### src/rtl/sertx_pkg.sv
package sertx_pkg;
  localparam int unsigned MAX_DATA_W = 9;
  localparam int unsigned MAX_STOP_W = 2;
  localparam int unsigned FRAME_W    = 1 + MAX_DATA_W + MAX_STOP_W;
  typedef logic [MAX_DATA_W-1:0] word_t;
endpackage

### src/rtl/sertx_rst_sync.sv
module sertx_rst_sync #(
  parameter int unsigned STAGES = 2
) (
  input  logic clk,
  input  logic rst_n,
  output logic rst_sync_n
);
  logic [STAGES-1:0] chain_q;
  logic [STAGES-1:0] chain_d;

  always_comb chain_d = {chain_q[STAGES-2:0], 1'b1};

  always_ff @(posedge clk or negedge rst_n) begin
    if (!rst_n) chain_q <= '0;
    else        chain_q <= chain_d;
  end

  assign rst_sync_n = chain_q[STAGES-1];
endmodule

### src/rtl/sertx_buf.sv
module sertx_buf #(
  parameter int unsigned DEPTH = 4,
  parameter int unsigned W     = 9
) (
  input  logic         clk,
  input  logic         rst_n,
  input  logic         push_req,
  input  logic [W-1:0] wdata,
  input  logic         pop,
  output logic [W-1:0] rdata,
  output logic         full,
  output logic         empty,
  output logic         one_left,
  output logic         accepted
);
  localparam int unsigned PTR_W = (DEPTH > 1) ? $clog2(DEPTH) : 1;
  localparam int unsigned CNT_W = $clog2(DEPTH + 1);
  localparam logic [PTR_W-1:0] PTR_LAST = PTR_W'(DEPTH - 1);
  localparam logic [CNT_W-1:0] CNT_FULL = CNT_W'(DEPTH);

  logic [W-1:0]     mem_q [DEPTH];
  logic [PTR_W-1:0] wr_ptr_q, wr_ptr_d;
  logic [PTR_W-1:0] rd_ptr_q, rd_ptr_d;
  logic [CNT_W-1:0] count_q, count_d;

  function automatic logic [PTR_W-1:0] ptr_inc(input logic [PTR_W-1:0] p);
    return (p == PTR_LAST) ? '0 : p + 1'b1;
  endfunction

  assign full     = (count_q == CNT_FULL);
  assign empty    = (count_q == '0);
  assign one_left = (count_q == CNT_W'(1));
  assign accepted = push_req && !full;
  assign rdata    = mem_q[rd_ptr_q];

  always_comb begin
    wr_ptr_d = wr_ptr_q;
    rd_ptr_d = rd_ptr_q;
    count_d  = count_q;
    if (accepted) wr_ptr_d = ptr_inc(wr_ptr_q);
    if (pop)      rd_ptr_d = ptr_inc(rd_ptr_q);
    case ({accepted, pop})
      2'b10:   count_d = count_q + 1'b1;
      2'b01:   count_d = count_q - 1'b1;
      default: count_d = count_q;
    endcase
  end

  always_ff @(posedge clk or negedge rst_n) begin
    if (!rst_n) begin
      wr_ptr_q <= '0;
      rd_ptr_q <= '0;
      count_q  <= '0;
    end else begin
      wr_ptr_q <= wr_ptr_d;
      rd_ptr_q <= rd_ptr_d;
      count_q  <= count_d;
    end
  end

  for (genvar i = 0; i < DEPTH; i++) begin : g_slot
    always_ff @(posedge clk) begin
      if (accepted && (wr_ptr_q == PTR_W'(i))) mem_q[i] <= wdata;
    end
  end


  count_bound_chk: assert property (@(posedge clk) disable iff (!rst_n)
    count_q <= CNT_FULL);

  full_write_ignored_chk: assert property (@(posedge clk) disable iff (!rst_n)
    (full && push_req && !pop) |=> (full && $stable(wr_ptr_q)));

  no_pop_when_empty_chk: assert property (@(posedge clk) disable iff (!rst_n)
    pop |-> !empty);
endmodule

### src/rtl/sertx_shift.sv
module sertx_shift #(
  parameter int unsigned DATA_W = 9
) (
  input  logic              clk,
  input  logic              rst_n,
  input  logic              tick,
  input  logic              load,
  input  logic [DATA_W-1:0] ldata,
  input  logic              nine,
  input  logic              two_stop,
  output logic              bit_out,
  output logic              busy,
  output logic              last_bit
);
  localparam int unsigned FW      = DATA_W + 3;
  localparam int unsigned CNT_W   = $clog2(FW + 1);
  localparam int unsigned LAST_MIN = DATA_W;

  logic [FW-1:0]    sh_q, sh_d, frame_w;
  logic [CNT_W-1:0] cnt_q, cnt_d;
  logic [CNT_W-1:0] last_q, last_d, last_w;
  logic             busy_q, busy_d;

  always_comb begin
    frame_w           = '1;
    frame_w[0]        = 1'b0;
    frame_w[DATA_W:1] = ldata;
    if (!nine) frame_w[DATA_W] = 1'b1;
    last_w = CNT_W'(LAST_MIN) + CNT_W'(nine) + CNT_W'(two_stop);
  end

  assign last_bit = busy_q && (cnt_q == last_q);

  always_comb begin
    sh_d   = sh_q;
    cnt_d  = cnt_q;
    last_d = last_q;
    busy_d = busy_q;
    if (load) begin
      sh_d   = frame_w;
      cnt_d  = '0;
      last_d = last_w;
      busy_d = 1'b1;
    end else if (tick && busy_q) begin
      if (last_bit) begin
        busy_d = 1'b0;
      end else begin
        sh_d  = {1'b1, sh_q[FW-1:1]};
        cnt_d = cnt_q + 1'b1;
      end
    end
  end

  always_ff @(posedge clk or negedge rst_n) begin
    if (!rst_n) begin
      sh_q   <= '1;
      cnt_q  <= '0;
      last_q <= '0;
      busy_q <= 1'b0;
    end else begin
      sh_q   <= sh_d;
      cnt_q  <= cnt_d;
      last_q <= last_d;
      busy_q <= busy_d;
    end
  end

  assign busy    = busy_q;
  assign bit_out = busy_q ? sh_q[0] : 1'b1;


  load_on_tick_chk: assert property (@(posedge clk) disable iff (!rst_n)
    load |-> tick);

  hold_between_ticks_chk: assert property (@(posedge clk) disable iff (!rst_n)
    (busy_q && !tick && !load) |=> ($stable(sh_q) && $stable(cnt_q)));

  start_bit_low_chk: assert property (@(posedge clk) disable iff (!rst_n)
    load |=> (busy && !bit_out));
endmodule

### src/rtl/sertx_irq.sv
module sertx_irq (
  input  logic clk,
  input  logic rst_n,
  input  logic handoff,
  input  logic drain_only,
  input  logic leaves_empty,
  output logic irq
);
  logic irq_q, irq_d;

  always_comb irq_d = handoff && (!drain_only || leaves_empty);

  always_ff @(posedge clk or negedge rst_n) begin
    if (!rst_n) irq_q <= 1'b0;
    else        irq_q <= irq_d;
  end

  assign irq = irq_q;


  irq_single_cycle_chk: assert property (@(posedge clk) disable iff (!rst_n)
    irq_q |=> !irq_q);

  drain_policy_chk: assert property (@(posedge clk) disable iff (!rst_n)
    (handoff && drain_only && !leaves_empty) |=> !irq_q);
endmodule

### src/rtl/sertx_top.sv
module sertx_top #(
  parameter int unsigned DEPTH  = 4,
  parameter int unsigned DATA_W = sertx_pkg::MAX_DATA_W
) (
  input  logic              clk,
  input  logic              rst_n,
  input  logic              baud_tick,
  input  logic              wr_en,
  input  logic [DATA_W-1:0] wr_data,
  input  logic              nine_bit,
  input  logic              two_stop,
  input  logic              irq_sel,
  input  logic              brk,
  output logic              txd,
  output logic              buf_full,
  output logic              tx_idle,
  output logic              tx_irq
);
  logic              rst_i_n;
  logic [DATA_W-1:0] head;
  logic              buf_empty, buf_one, buf_acc;
  logic              sh_bit, sh_busy, sh_last;
  logic              handoff, leaves_empty;

  sertx_rst_sync #(.STAGES(2)) u_rst (
    .clk        (clk),
    .rst_n      (rst_n),
    .rst_sync_n (rst_i_n)
  );

  sertx_buf #(.DEPTH(DEPTH), .W(DATA_W)) u_buf (
    .clk      (clk),
    .rst_n    (rst_i_n),
    .push_req (wr_en),
    .wdata    (wr_data),
    .pop      (handoff),
    .rdata    (head),
    .full     (buf_full),
    .empty    (buf_empty),
    .one_left (buf_one),
    .accepted (buf_acc)
  );

  always_comb begin
    handoff      = baud_tick && !brk && !buf_empty && (!sh_busy || sh_last);
    leaves_empty = buf_one && !buf_acc;
  end

  sertx_shift #(.DATA_W(DATA_W)) u_shift (
    .clk      (clk),
    .rst_n    (rst_i_n),
    .tick     (baud_tick),
    .load     (handoff),
    .ldata    (head),
    .nine     (nine_bit),
    .two_stop (two_stop),
    .bit_out  (sh_bit),
    .busy     (sh_busy),
    .last_bit (sh_last)
  );

  sertx_irq u_irq (
    .clk          (clk),
    .rst_n        (rst_i_n),
    .handoff      (handoff),
    .drain_only   (irq_sel),
    .leaves_empty (leaves_empty),
    .irq          (tx_irq)
  );

  assign txd     = brk ? 1'b0 : sh_bit;
  assign tx_idle = buf_empty && !sh_busy && !brk;


  brk_no_irq_chk: assert property (@(posedge clk) disable iff (!rst_i_n)
    brk |=> !tx_irq);

  idle_not_full_chk: assert property (@(posedge clk) disable iff (!rst_i_n)
    tx_idle |-> (!buf_full && txd));

  reload_at_frame_end_chk: assert property (@(posedge clk) disable iff (!rst_i_n)
    (sh_last && baud_tick && !brk && !buf_empty) |=> sh_busy);
endmodule

### config.mk
export PLATFORM = sky130hd
export DESIGN_NAME = sertx_top
export DESIGN_NICKNAME = d
export VERILOG_FILES = /design/src/rtl/sertx_pkg.sv /design/src/rtl/sertx_rst_sync.sv /design/src/rtl/sertx_buf.sv /design/src/rtl/sertx_shift.sv /design/src/rtl/sertx_irq.sv /design/src/rtl/sertx_top.sv
export SDC_FILE = /design/constraint.sdc
export NUM_CORES = 1
export LEC_CHECK = 0
export BUFFER_PORTS_ARGS = -buffer_cell sky130_fd_sc_hd__buf_2
export CORE_MARGIN = 5
export CORE_UTILIZATION = 26
export DETAILED_ROUTE_END_ITERATION = 8
export GPL_ROUTABILITY_DRIVEN = 0
export PLACE_DENSITY_LB_ADDON = 0.25
export SYNTH_ARGS = -nofsm -noshare
export SYNTH_HDL_FRONTEND = slang
export SYNTH_HIERARCHICAL = 1
export SYNTH_SLANG_ARGS = --single-unit
export TNS_END_PERCENT = 5
### constraint.sdc
create_clock -name clk -period 2.7 [get_ports clk]
set_input_delay 0.135 -clock clk [delete_from_list [all_inputs] [get_ports clk]]
set_output_delay 0.135 -clock clk [all_outputs]
set_load 0.01 [all_outputs]
Word level (Yosys, flattened, before mapping)
Memory sizes are Yosys's and may differ from the RTL's.
Cells that the tools add are included.
{ "totals": {"mem_bits_rw": 36, "input_bits": 17, "mem_count": 1, "ff_bits": 31} }
{ "mem_list": {"columns": ["name", "depth", "word_bits", "read_ports", "rd_ports_with_merged_regs", "wr", "line_no", "text"], "rows": [
  ["u_buf.mem_q", 4, 9, 1, 0, 1, "sertx_buf.sv:21", "logic [W-1:0] mem_q [DEPTH];"]
]} }
{ "op_classes": {"n_mux": 32, "n_reduce_logical": 32, "eq_ne": 10, "addsub": 7} }
{ "ops": {"columns": ["op", "count"], "rows": [
  ["$mux 12", 3],
  ["$mux 9", 3],
  ["$reduce_or 9->1", 3],
  ["$mux 1", 17],
  ["$logic_and 1x1->1", 14],
  ["$mux 4", 3],
  ["$mux 2", 5],
  ["$eq 2x2->1 const B", 4],
  ["$logic_not 1->1", 6],
  ["$pmux 3 s2", 1],
  ["$reduce_bool 2->1", 3],
  ["$add 2x1->2 const B", 2],
  ["$add 4x1->4", 1],
  ["$add 4x1->4 const A", 1],
  ["$add 4x1->4 const B", 1],
  ["$eq 2x1->1 const B", 2],
  ["$eq 4x4->1", 1],
  ["$reduce_and 2->1", 2],
  ["$add 3x1->3 const B", 1],
  ["$eq 3x1->1 const B", 1],
  ["$eq 3x3->1 const B", 1],
  ["$logic_not 3->1", 1],
  ["$sub 3x1->3 const B", 1],
  ["$logic_not 2->1", 1],
  ["2 further kinds", 3]
]} }

Logic depth before layout (Yosys ltp)
Gate-level depths: netlist of run 1.
{ "logic_depth": {"ltp_word": 10, "ltp_mapped": 9, "mapped_depth_nobuf": 9} }

Hierarchy
Netlist of run 1, hierarchy kept.
{ "modules_own_cells": {"columns": ["module", "instances", "area_each_um2", "cells_each"], "rows": [
  ["sertx_buf", 1, 1774.2, 92],
  ["sertx_shift", 1, 952.2, 74],
  ["sertx_rst_sync", 1, 53.8, 3],
  ["sertx_top", 1, 48.8, 5],
  ["sertx_irq", 1, 36.3, 3]
]} }

Worst setup path after synthesis of run 1
Ideal clock, no wire load.
{ "synth_path": {"path_kind": "reg2reg", "startpoint": "register u_shift.cnt_q[0]", "endpoint": "register u_shift.sh_q[1]", "n_path_buf": 1, "arrival_ns": 2.096, "slack_ns": 0.522, "path_stages_with_launch": 8, "cell_sequence": "dfrtp_1 xnor2_2 nand4_1 nor2_1 nor2b_4 nor4b_2 clkbuf_1 mux2_2"} }
{ "synth_between": {"elab_chain_cells": 6, "elab_cells_between_ends": 8} }
{ "synth_rtl": {"columns": ["element", "line_no", "text"], "rows": [
  ["start: declaration", "sertx_shift.sv:20", "logic [CNT_W-1:0] cnt_q, cnt_d;"],
  ["start signal: assignment", "sertx_shift.sv:62", "cnt_q <= cnt_d;"],
  ["$eq 4x4->1 *", "sertx_shift.sv:32", "assign last_bit = busy_q && (cnt_q == last_q);"],
  ["$logic_and 1x1->1 *", "sertx_shift.sv:32", null],
  ["named net sh_last", "sertx_top.sv:22", "logic sh_bit, sh_busy, sh_last;"],
  ["$logic_or 1x1->1 *", "sertx_top.sv:45", "handoff = baud_tick && !brk && !buf_empty && (!sh_busy || sh_last);"],
  ["$logic_and 1x1->1 *", "sertx_top.sv:45", null],
  ["named net handoff", "sertx_top.sv:23", "logic handoff, leaves_empty;"],
  ["$ne 2x1->1 (no line) or $reduce_bool 2->1 (tied branches)", null, null],
  ["$reduce_and 2->1 (no line)", null, null],
  ["end signal: assignment", "sertx_shift.sv:56", "sh_q <= '1;"],
  ["end signal: assignment", "sertx_shift.sv:61", "sh_q <= sh_d;"],
  ["end: declaration", "sertx_shift.sv:19", "logic [FW-1:0] sh_q, sh_d, frame_w;"]
]} }
The timed path passes the listed nets; every way through them passes the cells marked *.
A chain may end at the register's enable or synchronous reset.

Worst setup path in the final report of run 1
{ "layout_path": {"startpoint": "register u_shift.cnt_q[0]", "endpoint": "register u_buf.rd_ptr_q[0]"} }
{ "layout_between": {"elab_chain_cells": 4} }
{ "layout_rtl": {"columns": ["element", "line_no", "text"], "rows": [
  ["$eq 4x4->1", "sertx_shift.sv:32", null],
  ["$logic_and 1x1->1", "sertx_shift.sv:32", null],
  ["named net sh_last", "sertx_top.sv:22", null],
  ["$logic_or 1x1->1", "sertx_top.sv:45", null],
  ["$logic_and 1x1->1", "sertx_top.sv:45", null],
  ["named net handoff", "sertx_top.sv:23", null],
  ["end signal: assignment", "sertx_buf.sv:56", "rd_ptr_q <= rd_ptr_d;"],
  ["end: declaration", "sertx_buf.sv:23", "logic [PTR_W-1:0] rd_ptr_q, rd_ptr_d;"]
]} }
The timed path passes the listed nets, and every way through them passes these cells.

==> impl_metrics.tcl, run 1 <==
set metrics [dict create \
    synth_top_area_share_pct 37.7 \
    vias_per_cell 4.15 \
    whs_ps 21.1 \
    synth_compound_area_share_pct 2.93 \
    postLayoutCellArea_um2 3410 \
    drt_iter0_markers 34 \
    max_cap_violations 0 \
    crit_path_cell_trace "xnor2_2, nand4_1, nor2_1, nor2b_4, nor4b_4, buf_4, mux2_2" \
    fin_util_pct 31.4 \
    outcome "completed" \
    cpMaxStageDelayCell "dfrtp_1" \
    area_growth_syn_to_layout_pct 19.0 \
    syn_area_per_cell_um2 16.2 \
    max_stage_delay_ps 440 \
    setup_viol 0 \
    ys_async_sr_fraction_pct 43.8 \
    n_fill_cell 1067 \
    dr.pass1.iters 4 \
    placedInstanceArea_um2 3140 \
    ys_top_cells_by_area "edfxtp_1 38%, dfrtp_1 16%, dfstp_2 9.2%, mux4_2 6.3%, ha_1 5.2%" \
    drv_slew 0 \
    grt_use_met1_pct 9.95 \
    placedCellCount 336 \
    synthMuxAreaShare_pct 16.5 \
    synth-adder-area-share_pct 5.24 \
    synth_edf_count 36 \
    die_y_um 115 \
    clock_skew_ps 16.1 \
    pwr_density_cell_nw_per_um2 1060 \
    cp.required_ps 2920 \
    max_freq_mhz 479 \
    finalHoldViolCount 0 \
    cts_buffers 9 \
    synth_flop_cell "edfxtp_1" \
    synth_top_family_by_area "multiplexers" \
    slew_headroom_pct 41.5 \
    startpoint_type "flip-flop" \
    synth-xor-area-share_pct 3.23 \
    hold_path_class "in -> reg" \
    busiest_layer "met2" \
    syn_area_um2 2870 \
    clk_pin_slew_worst_paths_ps 70 \
    grtUsageMet2_pct 12.2 \
    syn_inst 177 \
    yosysSeqAreaShare_pct 62.6 \
    grt_max_degree 24 \
    grt_util_all_layers_pct 7.90 \
    synth_top_area_cell "edfxtp_1" \
    diodes 0 \
    rows 38 \
    final_cells 355 \
    synth_seq_cells 64 \
    worst_pin_slew_ps 877 \
    vias 1475 \
    crit_path_max_fanout 23 \
    core_um2 10800 \
    hpwl_um 3230 \
    timing.final.ws_setup_ps 614 \
    use_met3_pct 1.84 \
    first_global_vias 1519 \
    die_w_um 115 \
    layout-drive-gt1-share_pct 38.6 \
    cellLeakagePower_nw 1.33 \
    rsz0062_at_grt "no" \
    die_area_um2 13200 \
    clock_path_buffers 2 \
    synth_simple_gate_area_share_pct 6.59 \
    htree_levels 3 \
    p_total_mw 3.63 \
    numClockSinks 64 \
    cts_setup_buffers 0 \
    synthesis.nets 206 \
    wire_per_inst_um 13.2 \
    min_period_ps 2090 \
    antenna_left 0 \
    critical_path_class "reg -> reg" \
    pin_count 21 \
    antenna_found_initial 0 \
    grt_pass1_wl_um 7860 \
    clock_latency_ps 340 \
    dp_slack_ps 595 \
    finalSetupTns_ps 0 \
    grt.overflow.total 0 \
    max-vdd-ir-drop_mv 0.289 \
    yosysUniqueCellTypes 34 \
    cp-end-kind "flip-flop" \
    start_util_pct 26.4 \
    arrival_ps 2300 \
    cts-root-buf "clkbuf_8" \
    finalWirelength_um 4680 \
    portBuffers 20 \
    final_nets 239 \
    cts_tree "built" \
    fin_crit_sh_pct 77.3 \
    synth_warnings 6 \
    drc 0 \
]
what timing repair did:
action / 4_1_cts / 5_1_grt
hold buffers: 3 / 0
setup endpoints to repair: 0 / 0
resized for setup: 0 / 0
endpoints found under the hold margin: 7 / 0
power by group:
| part | total (mW) | switching, mW | internal, mW |
|---|---|---|---|
| logic | 1.06 | 0.457 | 0.603 |
| clock network | 0.965 | 0.359 | 0.605 |
| registers | 1.60 | 0.224 | 1.38 |
| total | 3.63 | 1.04 | 2.59 |
kinds of logic (layout without fill, tap and decap cells):
kind of cell    Yosys count  count (layout)
other cells               1               1
compound gates           11              11
flops                    64              64
fa+ha+maj                12              12
simple gates             33              33
xor+xnor                  8               8
buf+inv                  17              55
mux                      31              31
worst max-delay path, delay by kind of cell (launching register included):
kind	cells	cell delay (ps)
multiplexers	1	370
XOR/XNOR	1	190
AND/OR/NAND/NOR	4	650
flip-flops	1	440
buffers and inverters	1	320
state kept, by name, indices dropped and copies added (netlist names):
register / flops
u_buf/mem_q: 36
u_shift/sh_q: 10
u_shift/cnt_q: 4
u_buf/count_q: 3
u_shift/last_q: 3
u_buf/rd_ptr_q: 2
u_buf/wr_ptr_q: 2
u_rst/chain_q: 2
u_irq/irq: 1
u_shift/busy: 1
path summary, 6_finish.rpt:
check,startpoint,cells after the start,to,slack [ps]
max,u_shift/cnt_q[0],7,u_buf/rd_ptr_q[0],610
max reg2reg,u_shift/cnt_q[0],7,u_buf/rd_ptr_q[0],610
max in group asynchronous,u_rst/chain_q[1],1,u_shift/sh_q[2],1620
min,wr_data[2],1,u_buf/mem_q[2][2],20
min in group asynchronous,rst_n,2,u_rst/chain_q[0],110
min reg2reg,u_rst/chain_q[0],0,u_rst/chain_q[1],350
cell type report:
cell class / count / area, um2 / area share (%)
repair buffers: 27 / 160 / 4.70
inverters: 12 / 45.0 / 1.32
clock inverters: 7 / 110 / 3.23
multi-input cells: 96 / 1000 / 29.3
flip-flops and latches: 64 / 1790 / 52.6
clock buffers: 9 / 124 / 3.63
well taps: 140 / 175 / 5.14
routing by layer:
metal	up-vias	share of wire [%]
met4	0	2.8
met3	10	2.9
li1	702	-
met1	741	46
met5	-	0
met2	22	48
synth_stat cells (2+ instances only):
library cell,count
nand4_1,3
nand2b_1,2
dfrtp_1,18
buf_6,2
clkbuf_1,2
mux2_4,6
inv_1,12
edfxtp_1,36
xnor2_1,3
and2_1,6
a21oi_1,2
ha_1,12
xnor2_2,3
mux4_2,8
dfstp_2,10
nor2b_1,4
o21ai_0,4
nand2_1,5
mux2i_1,4
xor2_1,2
mux2_2,12
nor2_1,9
placed cells by master, fill, tap and decap left out, types with 3 or more instances in the layout:
| master | count |
|---|---|
| ha_1 | 12 |
| nor2b_1 | 4 |
| mux2_4 | 6 |
| xnor2_2 | 3 |
| nor2_1 | 9 |
| mux4_2 | 8 |
| dfstp_2 | 10 |
| o21ai_0 | 4 |
| dfrtp_1 | 18 |
| buf_2 | 20 |
| dlygate4sd3_1 | 3 |
| clkbuf_8 | 9 |
| nand4_1 | 3 |
| and2_1 | 6 |
| bufinv_16 | 3 |
| buf_4 | 4 |
| mux2i_1 | 4 |
| mux2_2 | 12 |
| edfxtp_1 | 36 |
| inv_1 | 12 |
| xnor2_1 | 3 |
| nand2_1 | 5 |
(Power assumes the default switching activity.)
==> run 2: changes to the inputs <==
- ABC_AREA: not set -> 1
- clock period: 2.7 -> 2.12 ns (I/O delays scaled with it)
==> run 2 against run 1 <==
Sequential cell count unchanged. Wire length grew 22%. First-iteration DRC count increased to 3.3 times the previous value. Sequential share of layout area shrank 4.5 points. Sequential power grew 23%. Clock skew down 11 ps. Highest routed layer unchanged. Worst hold slack better by 2.9 ps. Combinational power grew 51%. Final area up 9.4%. Non-clock buffer count grew 13. Register-to-register slack worse by 410 ps.
==> impl_metrics.tcl, run 2 <==
set metrics [dict create \
    outcome "completed" \
    wire_per_inst_um 11.3 \
    synth_warnings 6 \
    max_stage_delay_ps 450 \
    drv_slew 0 \
    ys_async_sr_fraction_pct 43.8 \
    max_cap_violations 0 \
    max-vdd-ir-drop_mv 0.593 \
    r2r_cells 12 \
    critical_path_class "reg -> reg" \
    min_from "wr_data[7]" \
    pin_count 21 \
    dr.pass1.iters 4 \
    post-synth-top-count-cell "nand2_1" \
    rows 39 \
    crit_top_cell "nor2_1" \
    r2r-start "u_shift/cnt_q[2]" \
    layout-drive-gt1-share_pct 22.2 \
    max_freq_mhz 522 \
    grt_pass1_wl_um 10000 \
    drt_iter0_markers 111 \
    postLayoutCellArea_um2 3730 \
    cp.required_ps 2340 \
    yosysUniqueCellTypes 28 \
    hold_path_class "in -> reg" \
    finalWirelength_um 5700 \
    vias_per_cell 4.15 \
    startpoint_type "flip-flop" \
    finalSetupTns_ps 0 \
    final_nets 384 \
    min_period_ps 1920 \
    drc 0 \
    whs_ps 24.0 \
    clock_skew_ps 5.48 \
    cp-end-kind "flip-flop" \
    clock_latency_ps 320 \
    synth_seq_cells 64 \
    syn_inst 313 \
    cts-root-buf "clkbuf_16" \
    area_growth_syn_to_layout_pct 20.6 \
    rsz0062_at_grt "no" \
    min_to "u_buf/mem_q[3][7]" \
    grt.overflow.total 0 \
    vias 2087 \
    crit_path_cell_trace "inv_1, nand2_1, nor2_2, nand2_4, nor2_1, nor2_1, nor2_2, ha_1, nor2_1, nand3_1, nand2_1, inv_1" \
    arrival_ps 2140 \
    yosysSeqAreaShare_pct 58.0 \
    yosys-top-cells-count "72 x nand2_1, 43 x nor2_1, 36 x edfxtp_1" \
    placedInstanceArea_um2 3350 \
    diodes 0 \
    clk_pin_slew_worst_paths_ps 50 \
    syn_area_per_cell_um2 9.88 \
    n_fill_cell 1192 \
    largestRegisters "u_buf/mem_q (36), u_shift/sh_q (10), u_shift/cnt_q (4)" \
    crit_path_max_fanout 7 \
    synth_top_area_cell "edfxtp_1" \
    synth_edf_count 36 \
    cts_buffers 9 \
    first_global_vias 2050 \
    pwr_density_cell_nw_per_um2 1310 \
    regMostFlops "u_buf/mem_q" \
    grt_max_degree 28 \
    start_util_pct 26.8 \
    layout_common_cells "72 x nand2_1, 42 x nor2_1, 36 x edfxtp_1" \
    synth_top_area_share_pct 35.0 \
    synthesis.nets 342 \
    htree_levels 3 \
    synth_flop_cell "edfxtp_1" \
    setup_viol 0 \
    antenna_left 0 \
    p_total_mw 4.88 \
    numClockSinks 64 \
    core_um2 11500 \
    die_area_um2 14200 \
    largest_reg_flops 36 \
    antenna_found_initial 0 \
    cts_tree "built" \
    die_y_um 119 \
    grt_util_all_layers_pct 8.89 \
    ys_top_cells_by_area "edfxtp_1 35%, dfrtp_1 15%, nand2_1 8.7%, dfstp_2 8.5%, nor2_1 5.2%" \
    hpwl_um 3870 \
    portBuffers 20 \
    clock_path_buffers 2 \
    cts_setup_buffers 0 \
    finalHoldViolCount 0 \
    reg2reg_slack_ps 200 \
    reg2reg_to "u_buf/count_q[2]" \
    die_w_um 119 \
    cpMaxStageDelayCell "dfrtp_1" \
    mostFrequentLayoutCell "nand2_1" \
    syn_area_um2 3090 \
    crit_family "simple AND/OR/NAND/NOR gates" \
    cellLeakagePower_nw 1.66 \
    hold_depth 1 \
    crit_buf_inv 2 \
    fin_crit_sh_pct 90.4 \
]
## run 2: cell count changes in the layout (fill, tap and decap cells not counted), sizes merged, moves of 5 or more
cell | before | now
and2 | 6 | 0
buf | 24 | 30
dlygate4sd3 | 3 | 10
inv | 12 | 38
mux2 | 18 | 0
mux4 | 9 | 0
nand2 | 5 | 77
nand3 | 0 | 20
nor2 | 9 | 45
nor2b | 5 | 0
o21ai | 4 | 34
## run 2: layer usage
layer	part of all wire, %	track usage [%]	vias up	wire length (um)
met3	3.7	3.18	8	213
met4	1.3	2.82	0	74
met2	44	13.6	31	2530
met5	0	0	-	0
met1	51	11.7	951	2880
li1	-	-	1097	-
## run 2: cell families after synthesis
kind of cell / count (synthesis) / share of synthesized area (%)
other: 1 / 0.121
buffers and inverters: 48 / 7.93
AND/OR/NAND/NOR: 150 / 22.3
XOR/XNOR: 3 / 0.850
adder cells (fa/ha/maj): 12 / 4.86
AO/OA/AOI/OAI: 35 / 5.91
flip-flops: 64 / 58.0
## run 2: final cells by class
class | count | area (um2) | area share (%)
Clock inverter | 7 | 48.8 | 1.31
Clock buffer | 9 | 225 | 6.04
Tap cell | 143 | 179 | 4.80
Sequential cell | 64 | 1790 | 48.1
Inverter | 39 | 146 | 3.93
Timing Repair Buffer | 40 | 275 | 7.38
Multi-Input combinational cell | 201 | 1060 | 28.4
## run 2: worst register-to-register path, cell delays in order (launching register included)
cell,delay (ps)
dfrtp_1,450
inv_1,80
nand2_1,60
nor2_2,180
nand2_4,110
nor2_1,100
nor2_1,60
nor2_2,160
ha_1,320
nor2_1,140
nand3_1,70
nand2_1,70
inv_1,30
## run 2: stage by stage
step / util, % / std cells / setup WS [ps]
floorplan: - / 313 / 5.62
global placement: 29.1 / 477 / 179
detailed placement: 29.1 / 477 / 144
CTS: 32.2 / 502 / 135
global route: 32.4 / 503 / 42.4
finish: 32.4 / 503 / 203
## run 2: how the worst max path moves through the flow
| stage | to | startpoint | slack, ps | cells after the start |
|---|---|---|---|---|
| 3_5_place_dp | u_shift/sh_q[2] | u_shift/cnt_q[2] | 140 | 12 |
| 2_1_floorplan | u_shift/sh_q[6] | u_shift/cnt_q[0] | 6 | 14 |
| 3_3_place_gp | u_shift/sh_q[9] | u_shift/cnt_q[3] | 180 | 13 |
| 6_report | u_buf/count_q[2] | u_shift/cnt_q[2] | 200 | 12 |
| 4_1_cts | u_shift/sh_q[6] | u_shift/cnt_q[2] | 130 | 12 |
| 5_1_grt | u_buf/count_q[2] | u_shift/cnt_q[1] | 40 | 13 |
## run 2: repair_timing
action	4_1_cts	5_1_grt
hold endpoints to repair	31	4
setup endpoints to repair	0	8
resized for setup	0	2
hold buffers	9	1
## run 2: where the power goes
group | switching (mW) | total (mW) | internal [mW]
clock | 0.529 | 1.32 | 0.786
sequential | 0.223 | 1.97 | 1.74
combinational | 0.991 | 1.60 | 0.605
total | 1.74 | 4.88 | 3.14
